### config.mk
export PLATFORM = sky130hd
export DESIGN_NAME = mmr_reduce
export DESIGN_NICKNAME = d
export VERILOG_FILES = /design/src/rtl/mmr_pkg.sv /design/src/rtl/mmr_ctrl.sv /design/src/rtl/mmr_muladd.sv /design/src/rtl/mmr_final_sub.sv /design/src/rtl/mmr_reduce.sv
export SDC_FILE = /design/constraint.sdc
export NUM_CORES = 1
export LEC_CHECK = 0
export ABC_AREA = 1
export BUFFER_PORTS_ARGS = -buffer_cell sky130_fd_sc_hd__buf_4
export CORE_MARGIN = 2
export CORE_UTILIZATION = 45
export DETAILED_ROUTE_END_ITERATION = 16
export GPL_TIMING_DRIVEN = 0
export HOLD_SLACK_MARGIN = 0.12
export PLACE_DENSITY = 0.65
export SYNTH_ARGS = -nofsm -noshare
export SYNTH_HDL_FRONTEND = slang
export SYNTH_SLANG_ARGS = --single-unit
export TNS_END_PERCENT = 30
### constraint.sdc
create_clock -name clk -period 6.7 [get_ports clk]
set_clock_uncertainty 0.15 [all_clocks]
set_input_delay 1.005 -clock clk [delete_from_list [all_inputs] [get_ports clk]]
set_output_delay 1.005 -clock clk [all_outputs]
set_load 0.02 [all_outputs]
### src/rtl/mmr_pkg.sv
package mmr_pkg;

   typedef enum logic [2:0] {
      ST_IDLE  = 3'd0,
      ST_QUOT  = 3'd1,
      ST_ACC   = 3'd2,
      ST_CARRY = 3'd3,
      ST_FIN   = 3'd4
   } mmr_state_e;

endpackage

### src/rtl/mmr_ctrl.sv
module mmr_ctrl
   import mmr_pkg::*;
#(
   parameter int DIGITS = 4,
   localparam int CW = $clog2(DIGITS)
) (
   input  logic          clk,
   input  logic          rst_n,
   input  logic          start_i,
   output mmr_state_e    st_o,
   output logic [CW-1:0] iter_o,
   output logic [CW-1:0] col_o,
   output logic          load_o
);

   localparam logic [CW-1:0] LAST = CW'(DIGITS - 1);

   mmr_state_e    st_q, st_d;
   logic [CW-1:0] iter_q, iter_d;
   logic [CW-1:0] col_q, col_d;

   generate
      if (DIGITS < 2) begin : g_bad_digits
         $error("mmr_ctrl: DIGITS must be at least 2");
      end
   endgenerate

   always_comb begin
      st_d   = st_q;
      iter_d = iter_q;
      col_d  = col_q;
      unique case (st_q)
         ST_IDLE: begin
            if (start_i) begin
               st_d   = ST_QUOT;
               iter_d = '0;
            end
         end
         ST_QUOT: begin
            st_d  = ST_ACC;
            col_d = '0;
         end
         ST_ACC: begin
            if (col_q == LAST) st_d = ST_CARRY;
            else               col_d = col_q + 1'b1;
         end
         ST_CARRY: begin
            if (iter_q == LAST) begin
               st_d = ST_FIN;
            end else begin
               st_d   = ST_QUOT;
               iter_d = iter_q + 1'b1;
            end
         end
         ST_FIN:  st_d = ST_IDLE;
         default: st_d = ST_IDLE;
      endcase
   end

   always_ff @(posedge clk or negedge rst_n) begin
      if (!rst_n) begin
         st_q   <= ST_IDLE;
         iter_q <= '0;
         col_q  <= '0;
      end else begin
         st_q   <= st_d;
         iter_q <= iter_d;
         col_q  <= col_d;
      end
   end

   assign st_o   = st_q;
   assign iter_o = iter_q;
   assign col_o  = col_q;
   assign load_o = (st_q == ST_IDLE) && start_i;

   // a quotient cycle is always followed by a multiply-add cycle
   a_r3_quot_then_acc: assert property (@(posedge clk) disable iff (!rst_n)
      (st_q == ST_QUOT) |=> (st_q == ST_ACC));

   // each pass starts its multiply-add cycles at column zero
   a_r3_acc_starts_col0: assert property (@(posedge clk) disable iff (!rst_n)
      (st_q == ST_QUOT) |=> (col_q == '0));

   // a start seen while busy leaves the pass counter alone
   a_r7_busy_start_ignored: assert property (@(posedge clk) disable iff (!rst_n)
      (st_q == ST_ACC && start_i) |=> $stable(iter_q));

endmodule

### src/rtl/mmr_muladd.sv
module mmr_muladd #(
   parameter int DBITS = 8
) (
   input  logic [DBITS-1:0]   a_i,
   input  logic [DBITS-1:0]   m_i,
   input  logic [DBITS-1:0]   d_i,
   input  logic [DBITS-1:0]   c_i,
   output logic [2*DBITS-1:0] y_o
);

   // a*m + d + c never exceeds 2^(2*DBITS)-1, so the double-width result never overflows
   logic [2*DBITS-1:0] prod;

   generate
      if (DBITS < 2) begin : g_bad_bits
         $error("mmr_muladd: DBITS must be at least 2");
      end
   endgenerate

   always_comb begin
      prod = (2*DBITS)'(a_i) * (2*DBITS)'(m_i);
      y_o  = prod + (2*DBITS)'(d_i) + (2*DBITS)'(c_i);
   end

endmodule

### src/rtl/mmr_final_sub.sv
module mmr_final_sub #(
   parameter int NW       = 32,
   parameter int SUB_MODE = 0
) (
   input  logic [NW:0]   s_i,
   input  logic [NW-1:0] n_i,
   output logic [NW-1:0] r_o
);

   logic [NW:0] diff;
   logic        take_diff;

   assign diff = s_i - {1'b0, n_i};

   generate
      if (SUB_MODE == 0) begin : g_borrow
         assign take_diff = ~diff[NW];
      end else if (SUB_MODE == 1) begin : g_compare
         assign take_diff = (s_i >= {1'b0, n_i});
      end else begin : g_bad_mode
         $error("mmr_final_sub: SUB_MODE must be 0 or 1");
         assign take_diff = 1'b0;
      end
   endgenerate

   assign r_o = take_diff ? diff[NW-1:0] : s_i[NW-1:0];

endmodule

### src/rtl/mmr_reduce.sv
module mmr_reduce
   import mmr_pkg::*;
#(
   parameter int DIGITS   = 4,
   parameter int DBITS    = 8,
   parameter int SUB_MODE = 0
) (
   input  logic                      clk,
   input  logic                      rst_n,
   input  logic                      start_i,
   input  logic [2*DIGITS*DBITS-1:0] prod_i,
   input  logic [DIGITS*DBITS-1:0]   mod_i,
   input  logic [DBITS-1:0]          ninv_i,
   output logic                      done_o,
   output logic [DIGITS*DBITS-1:0]   res_o
);

   localparam int NW   = DIGITS * DBITS;
   localparam int PW   = 2 * NW;
   localparam int ND   = 2 * DIGITS + 1;
   localparam int ACCW = ND * DBITS;
   localparam int CW   = $clog2(DIGITS);
   localparam int IXW  = $clog2(ND) + 1;
   localparam int SHW  = $clog2(ACCW) + 1;

   generate
      if (DIGITS < 2 || DBITS < 2) begin : g_bad_cfg
         $error("mmr_reduce: DIGITS and DBITS must both be at least 2");
      end
   endgenerate

   mmr_state_e        st;
   logic [CW-1:0]     iter;
   logic [CW-1:0]     col;
   logic              load;

   logic [DBITS-1:0]  acc_d [ND];
   logic [ACCW-1:0]   acc_flat;
   logic [DBITS-1:0]  mod_d [DIGITS];
   logic [NW-1:0]     mod_q;
   logic [DBITS-1:0]  ninv_q;
   logic [DBITS-1:0]  v_q;
   logic [DBITS-1:0]  cy_q;
   logic [NW-1:0]     res_q;
   logic              done_q;

   logic [IXW-1:0]    dig_idx;
   logic [IXW-1:0]    car_idx;
   logic [SHW-1:0]    car_sh;
   logic [ACCW-1:0]   car_vec;
   logic [ACCW-1:0]   acc_sum;

   logic [DBITS-1:0]  mul_a, mul_m, mul_d, mul_c;
   logic [2*DBITS-1:0] mul_y;
   logic [NW:0]       s_val;
   logic [NW-1:0]     sub_out;

   mmr_ctrl #(.DIGITS(DIGITS)) u_ctrl (
      .clk     (clk),
      .rst_n   (rst_n),
      .start_i (start_i),
      .st_o    (st),
      .iter_o  (iter),
      .col_o   (col),
      .load_o  (load)
   );

   // flat views of the digit arrays
   for (genvar k = 0; k < ND; k++) begin : g_flat
      assign acc_flat[k*DBITS +: DBITS] = acc_d[k];
   end
   for (genvar k = 0; k < DIGITS; k++) begin : g_mod
      assign mod_d[k] = mod_q[k*DBITS +: DBITS];
   end

   // digit indices for the current pass
   assign dig_idx = IXW'(iter) + IXW'(col);
   assign car_idx = IXW'(iter) + IXW'(DIGITS);
   assign car_sh  = SHW'(car_idx) * SHW'(DBITS);
   assign car_vec = ACCW'(cy_q) << car_sh;
   assign acc_sum = acc_flat + car_vec;

   // operand multiplexer shared by the quotient and multiply-add cycles
   always_comb begin
      if (st == ST_QUOT) begin
         mul_a = acc_d[IXW'(iter)];
         mul_m = ninv_q;
         mul_d = '0;
         mul_c = '0;
      end else begin
         mul_a = v_q;
         mul_m = mod_d[col];
         mul_d = acc_d[dig_idx];
         mul_c = cy_q;
      end
   end

   mmr_muladd #(.DBITS(DBITS)) u_muladd (
      .a_i (mul_a),
      .m_i (mul_m),
      .d_i (mul_d),
      .c_i (mul_c),
      .y_o (mul_y)
   );

   // upper half of the partial result, one bit wider than N
   assign s_val = {acc_d[ND-1][0], acc_flat[PW-1:NW]};

   mmr_final_sub #(.NW(NW), .SUB_MODE(SUB_MODE)) u_sub (
      .s_i (s_val),
      .n_i (mod_q),
      .r_o (sub_out)
   );

   always_ff @(posedge clk or negedge rst_n) begin
      if (!rst_n) begin
         for (int k = 0; k < ND; k++) acc_d[k] <= '0;
         mod_q  <= '0;
         ninv_q <= '0;
         v_q    <= '0;
         cy_q   <= '0;
         res_q  <= '0;
         done_q <= 1'b0;
      end else begin
         done_q <= 1'b0;
         if (load) begin
            for (int k = 0; k < ND; k++) begin
               acc_d[k] <= (k < 2 * DIGITS) ? prod_i[k*DBITS +: DBITS] : '0;
            end
            mod_q  <= mod_i;
            ninv_q <= ninv_i;
            cy_q   <= '0;
         end else begin
            unique case (st)
               ST_QUOT: begin
                  v_q  <= mul_y[DBITS-1:0];
                  cy_q <= '0;
               end
               ST_ACC: begin
                  acc_d[dig_idx] <= mul_y[DBITS-1:0];
                  cy_q           <= mul_y[2*DBITS-1:DBITS];
               end
               ST_CARRY: begin
                  for (int k = 0; k < ND; k++) acc_d[k] <= acc_sum[k*DBITS +: DBITS];
                  cy_q <= '0;
               end
               ST_FIN: begin
                  res_q  <= sub_out;
                  done_q <= 1'b1;
               end
               default: ;
            endcase
         end
      end
   end

   assign done_o = done_q;
   assign res_o  = res_q;

   // after the multiply-add cycles, digit i of the partial result is zero
   a_r2_low_digit_cleared: assert property (@(posedge clk) disable iff (!rst_n)
      (st == ST_CARRY) |-> (acc_d[IXW'(iter)] == '0));

   // done is a single-cycle pulse
   a_r4_done_single: assert property (@(posedge clk) disable iff (!rst_n)
      done_q |=> !done_q);

   // a delivered result lies below the modulus
   a_r5_res_below_mod: assert property (@(posedge clk) disable iff (!rst_n)
      done_q |-> (res_q < mod_q));

   // the shifted value is below 2N, so its top digit holds at most one bit
   a_r6_single_sub_enough: assert property (@(posedge clk) disable iff (!rst_n)
      (st == ST_FIN) |-> (acc_d[ND-1][DBITS-1:1] == '0));

   // the latched modulus holds for the whole reduction
   a_r7_mod_held: assert property (@(posedge clk) disable iff (!rst_n)
      (st != ST_IDLE) |=> $stable(mod_q));

   // the result register changes only at the end of a reduction
   a_r8_res_held: assert property (@(posedge clk) disable iff (!rst_n)
      (st != ST_FIN) |=> $stable(res_q));

endmodule

==> summary.txt, run 1 <==
Outcome
  – Status: finished, final reports clean

Floorplan
  – Die Area: 0.03847 mm2
  – Row count: 70
  – Die height: 196.1 um
  – Core Area: 0.03652 mm2
  – Top-level I/O count: 140
  – Horiz. Die Dim: 196.1 um
  – Initial core utilization: 45.48%

Drt
  – Via count: 18209
  – Detailed Routing Iterations Pass 1: 7
  – 1st-iter DRT viols: 1558
  – Via density: 5.463
  – Final ANT Viol Nets: 0
  – Aggregate routed wire length: 69590 um
  – DR WL/cell: 20.88 um
  – DRC Markers: 0

Cells and area
  – Commonest cells after routing, fill and taps aside: 881 x nand2_1, 477 x inv_1, 199 x nor2_1, 176 x buf_4, 160 x dfrtp_1
  – Final nets: 3126
  – Register Area: 0.004030 mm2
  – Layout Cell Area excl Fill: 0.01972 mm2
  – Non-filler cells, final: 3333
  – Ratio of cells with drive above 1 in the final layout: 12.88%
  – Fillers: 3831
  – Multi-input logic area: 0.01073 mm2
  – Commonest non-fill, non-tap cell in the layout: nand2_1
  – Ant diodes: 0
  – Synth-to-layout area growth: 18.70%

Clock tree
  – H-tree Lvls: 4
  – CTS tree: done
  – Count of hold-fix buffers inserted at cts: 0
  – Clk Tree Root Cell: clkbuf_16
  – Inserted Clock Buffers: 17
  – Clock transition at the registers of the reported paths: 0.08 ns
  – Clock sinks: 161
  – Clk_lat worst skew: 0.47 ns
  – Worst-case clock buffer depth: 2

Synthesis
  – Synth Register Bits: 161
  – Syn Std Cell Area: 0.01661 mm2
  – Main flop type after synthesis: dfrtp_1
  – Post-synth EDFFs: 0
  – Seq/Total Area, Yosys: 24.25%
  – Syn_nets: 2924
  – Yosys warns: 0
  – Post-synth top area cell: dfrtp_1
  – Syn Inst Count: 2650
  – Async set-or-reset flop fraction in the synthesized netlist: 100.0%
  – Ranking of synthesized cells by area: dfrtp_1 24%, nand2_1 20%, inv_1 11%, ha_1 8.7%, fa_1 6.3%
  – Unique cell type count in the Yosys netlist: 53
  – Mapped Avg Cell Area: 6.268 um2
  – Yosys top cell area share: 24.25%

STA
  – Setup TNS: 0 ns
  – Final setup viols: 0
  – Fin crit share: 96.88%
  – Worst slew pin tran: 0.9204 ns
  – Highest clock rate: 0.1541 GHz
  – Slew HR: 37.05%
  – Hold Vio Cnt, Final: 0
  – Worst Hold Slack: 0.3111 ns
  – Fin crit period: 6.491 ns
  – Slew Limit Fails: 0

Global routing
  – First-pass GRT wire length: 104000 um
  – Vias in the first global route: 17732
  – GRT Residual Overflow: 0
  – GRT Total Usage: 36.45%
  – Largest net degree at the start of global routing: 96
  – Initial antenna violation count: 0

Critical path
  – Crit-path slowest cell: fa_2
  – Startpoint Class: register
  – Top cell family by delay on the critical path: adder cells
  – Worst R2R Setup Slack: 0.21 ns
  – Reg2reg end: acc_d[30]
  – Crit Path Class: reg -> reg
  – Worst path buffer plus inverter count: 10
  – R2r worst-path depth: 31
  – Critical Path RT: 6.91 ns
  – CP arrival: 6.70 ns
  – CP max stage delay: 0.65 ns
  – Critical path peak fanout: 8
  – Most common cell on crit path: nand2_1
  – Nature of the critical path endpoint: register
  – Reg2reg start: u_ctrl.iter_o[1]

Place
  – I/O Buffers: 139
  – Placed cells: 3259
  – DPL Wire Length: 56940 um
  – GP Congestion: 1.013
  – Placed Instance Area: 0.01829 mm2

Run
  – Total of max-cap violations: 0

Worst hold path
  – Hold Path Class: in -> async
-- cell type report --
class | instances | share of cell area [%]
timing repair buffer | 184 | 7.456
multi-input combinational | 1924 | 54.43
inverter | 500 | 9.677
tap | 468 | 2.970
clock buffer | 17 | 2.157
clock inverter | 15 | 1.060
buffer | 64 | 1.808
sequential | 161 | 20.44
-- Yosys cell counts, types with 5 or more instances --
cell type,count
inv_1,490
nand3_1,120
a22oi_1,15
nand2_1,893
nor3_1,49
nand3b_1,10
o211ai_1,6
a21oi_1,149
o2111ai_1,5
nor2_1,203
o21ai_0,153
xnor2_1,14
buf_2,25
o21ai_1,6
buf_6,5
and2_1,11
o221ai_1,7
ha_1,115
inv_2,6
nand2_2,14
clkbuf_1,26
nand4_1,15
o21bai_1,7
buf_1,6
a211oi_1,8
dfrtp_1,161
nor2_2,8
o22ai_1,16
or2_2,6
xor2_1,12
fa_1,52
-- stage by stage --
stage,worst slack (ns),utilization (%)
5_1_grt,-0.04657,53.99
3_3_place_gp,-2.300,49.94
4_1_cts,0.001603,53.28
2_1_floorplan,0.05707,-
6_report,0.2090,53.99
3_5_place_dp,-1.953,50.07
-- sequential cells by signal, summed over array words and instances (netlist names) --
signal and flops:
u_ctrl.iter_o 2, u_ctrl.col_o 2, v_q 8, done_o 1, u_ctrl.st_o 3, cy_q 8, mod_q 32, ninv_q 8
acc_d 65, res_o 32
-- cell families (layout without fill, tap and decap cells) --
kind of cell             Yosys count  count (layout)  synth area share (%)
AND/OR/NAND/NOR                 1343            1343                 33.13
XOR/XNOR                          26              26                 1.371
adder cells (fa/ha/maj)          167             167                 14.93
buffers and inverters            565             780                 13.35
AO/OA/AOI/OAI                    388             388                 12.97
flip-flops                       161             161                 24.25
-- per-layer routing --
metal	vias up	GRT usage, %	wire length (um)
met5	-	0	0
met4	0	20.88	4479
met3	203	6.017	4992
met2	764	60.09	31810
met1	8574	45.36	28310
li1	8668	-	-
-- worst max-delay path by stage --
| stage | startpoint | end | slack [ns] | depth (start not counted) |
|---|---|---|---|---|
| 2_1_floorplan | u_ctrl.iter_o[1] | cy_q[5] | 0.06 | 33 |
| 3_3_place_gp | u_ctrl.iter_o[1] | acc_d[37] | -2.30 | 25 |
| 3_5_place_dp | u_ctrl.iter_o[1] | acc_d[39] | -1.95 | 32 |
| 4_1_cts | u_ctrl.iter_o[1] | acc_d[30] | 0.002 | 28 |
| 5_1_grt | u_ctrl.iter_o[0] | acc_d[30] | -0.05 | 30 |
| 6_report | u_ctrl.iter_o[1] | acc_d[30] | 0.21 | 31 |
-- timing repair --
item | CTS | global route
resized for setup | 82 | 38
pin swaps | 26 | 33
buffers inserted | 27 | 16
gates cloned | 0 | 0
endpoints found under the setup margin | 61 | 45
-- worst register-to-register path, delay by kind of cell, from the launching register on --
kind            cells  cell delay, ns
flops               1            0.38
simple gates       11            1.36
fa+ha+maj           7            3.23
compound gates      3            0.31
buf+inv            10            0.96
Power of run 1 is not shown: default switching activity piles up to over one toggle a cycle in this logic, so the estimate is an artifact.
==> run 2, diff against run 1 <==
CELL_PAD_IN_SITES_DETAIL_PLACEMENT = 0   (was not set)
CELL_PAD_IN_SITES_GLOBAL_PLACEMENT = 1   (was not set)
CORE_MARGIN = 5   (was 2)
CORE_UTILIZATION = 39   (was 45)
PLACE_DENSITY = 0.78   (was 0.65)
==> run 2 against run 1 <==
  * Utilization decreased by 6.6 points
  * Sequential share of layout area decreased by 0.22 points
  * Flip-flop and latch count unchanged
  * Cell count increased by 2.2%
  * Critical endpoint is now cy_q[5]
  * Die area increased by 22%
  * First-iteration DRC count increased by 7.0%
==> summary.txt, run 2 (synthesis results as in run 1) <==
Outcome
  – Status: finished, final reports clean

Global routing
  – First-pass GRT wire length: 103400 um
  – Vias in the first global route: 17328
  – Largest net degree at the start of global routing: 83
  – Initial antenna violation count: 0
  – GRT Residual Overflow: 0
  – GRT Total Usage: 29.15%

Cells and area
  – Commonest non-fill, non-tap cell in the layout: nand2_1
  – Ant diodes: 0
  – Max reg flops: 65
  – Most flop-heavy register: acc_d
  – Commonest cells after routing, fill and taps aside: 876 x nand2_1, 477 x inv_1, 198 x nor2_1, 177 x buf_4, 161 x dfrtp_1
  – Synth-to-layout area growth: 19.95%
  – Ratio of cells with drive above 1 in the final layout: 13.54%
  – Final nets: 3127

Floorplan
  – Row count: 75
  – Horiz. Die Dim: 216.4 um
  – Core Area: 0.04204 mm2
  – Die Area: 0.04682 mm2
  – Initial core utilization: 39.51%
  – Top-level I/O count: 140
  – Die height: 216.4 um

Run
  – Total of max-cap violations: 0

Drt
  – Aggregate routed wire length: 69670 um
  – Via density: 5.268
  – Via count: 17939
  – Detailed Routing Iterations Pass 1: 8
  – DR WL/cell: 20.46 um
  – Final ANT Viol Nets: 0
  – 1st-iter DRT viols: 1667
  – DRC Markers: 0

Clock tree
  – CTS tree: done
  – Clk_lat worst skew: 0.47 ns
  – Clock sinks: 161
  – H-tree Lvls: 4
  – Clk Tree Root Cell: clkbuf_16
  – Inserted Clock Buffers: 17
  – Worst-case clock buffer depth: 2
  – Clock transition at the registers of the reported paths: 0.07 ns

STA
  – Unrepaired setup endpoints after global routing: yes
  – Slew Limit Fails: 0
  – Highest clock rate: 0.1528 GHz
  – Setup TNS: 0 ns
  – Final setup viols: 0
  – Slew HR: 31.94%
  – Fin crit period: 6.546 ns
  – Fin crit share: 97.70%
  – Final worst slack: 0.1541 ns
  – Worst Hold Slack: 0.3268 ns
  – Hold Vio Cnt, Final: 0
  – Worst slew pin tran: 0.9951 ns

Worst hold path
  – Hold Path Class: reg -> reg

Critical path
  – CP arrival: 6.71 ns
  – Startpoint Class: register
  – Crit Path Class: reg -> reg
  – Nature of the critical path endpoint: register
  – Most common cell on crit path: fa_1
  – Critical path peak fanout: 10
  – CP max stage delay: 0.64 ns
  – Crit-path slowest cell: fa_2
  – Critical Path RT: 6.86 ns

Place
  – I/O Buffers: 139
  – DPL Wire Length: 57360 um
  – GP Congestion: 0.9843
  – Worst slack at placement: -2.079 ns
run 2: cell count changes in the layout (fill, tap and decap cells not counted), sizes merged:
| cell | change |
|---|---|
| clkinv | -3 |
| clkbuf | +2 |
| bufinv | +1 |
| clkinvlp | +1 |
run 2: timing repair:
| action | 4_1_cts | 5_1_grt |
|---|---|---|
| endpoints found under the setup margin | 57 | 44 |
| cloned | 0 | 0 |
| setup buffers | 25 | 19 |
| hold buffers | 0 | 0 |
| pin swaps | 20 | 44 |
| resized for setup | 85 | 68 |
run 2: worst max-delay path, delay by kind of cell (launching register included):
family | cells | cell delay (ns)
and+or+nand+nor | 5 | 0.50
AOI/OAI and AO/OA | 8 | 1.11
buffers and inverters | 10 | 0.93
DFF | 1 | 0.36
adders and majority gates | 7 | 3.34
run 2: per-layer routing:
layer,vias up,global-route usage [%],wire [um]
met4,0,13.65,3902
met5,-,0,0
met2,694,47.00,31540
met1,8404,38.37,29470
met3,152,4.898,4756
li1,8689,-,-
run 2: metrics by stage:
stage | utilization, % | cell area (um2) | std cells
6_report | 47.40 | 19930 | 3405
4_1_cts | 46.42 | 19520 | 3386
3_3_place_gp | 43.60 | 18330 | 3328
2_1_floorplan | - | 16610 | 2650
5_1_grt | 47.40 | 19930 | 3405
3_5_place_dp | 43.68 | 18360 | 3329
run 2: final timing paths:
path,from,endpoint,slack [ns],depth (start not counted)
min in group asynchronous,rst_n,res_o[1],0.37,1
worst max register to register,u_ctrl.iter_o[1],cy_q[5],0.15,30
max in group asynchronous,rst_n,acc_d[66],5.17,2
worst min register to register,v_q[3],v_q[3],0.33,2
worst min-delay path,v_q[3],v_q[3],0.33,2
worst max-delay path,u_ctrl.iter_o[1],cy_q[5],0.15,30
run 2: cell type report:
type                       count  area [um2]
multi-input combinational   1924       10850
fill                        4450       22120
buffer                        65       384.1
tap                          539       674.4
clock buffer                  18       439.2
inverter                     500        1911
clock inverter                14       167.7
sequential                   161        4029
timing repair buffer         184        1470
Power of run 2 is left out for the same reason.
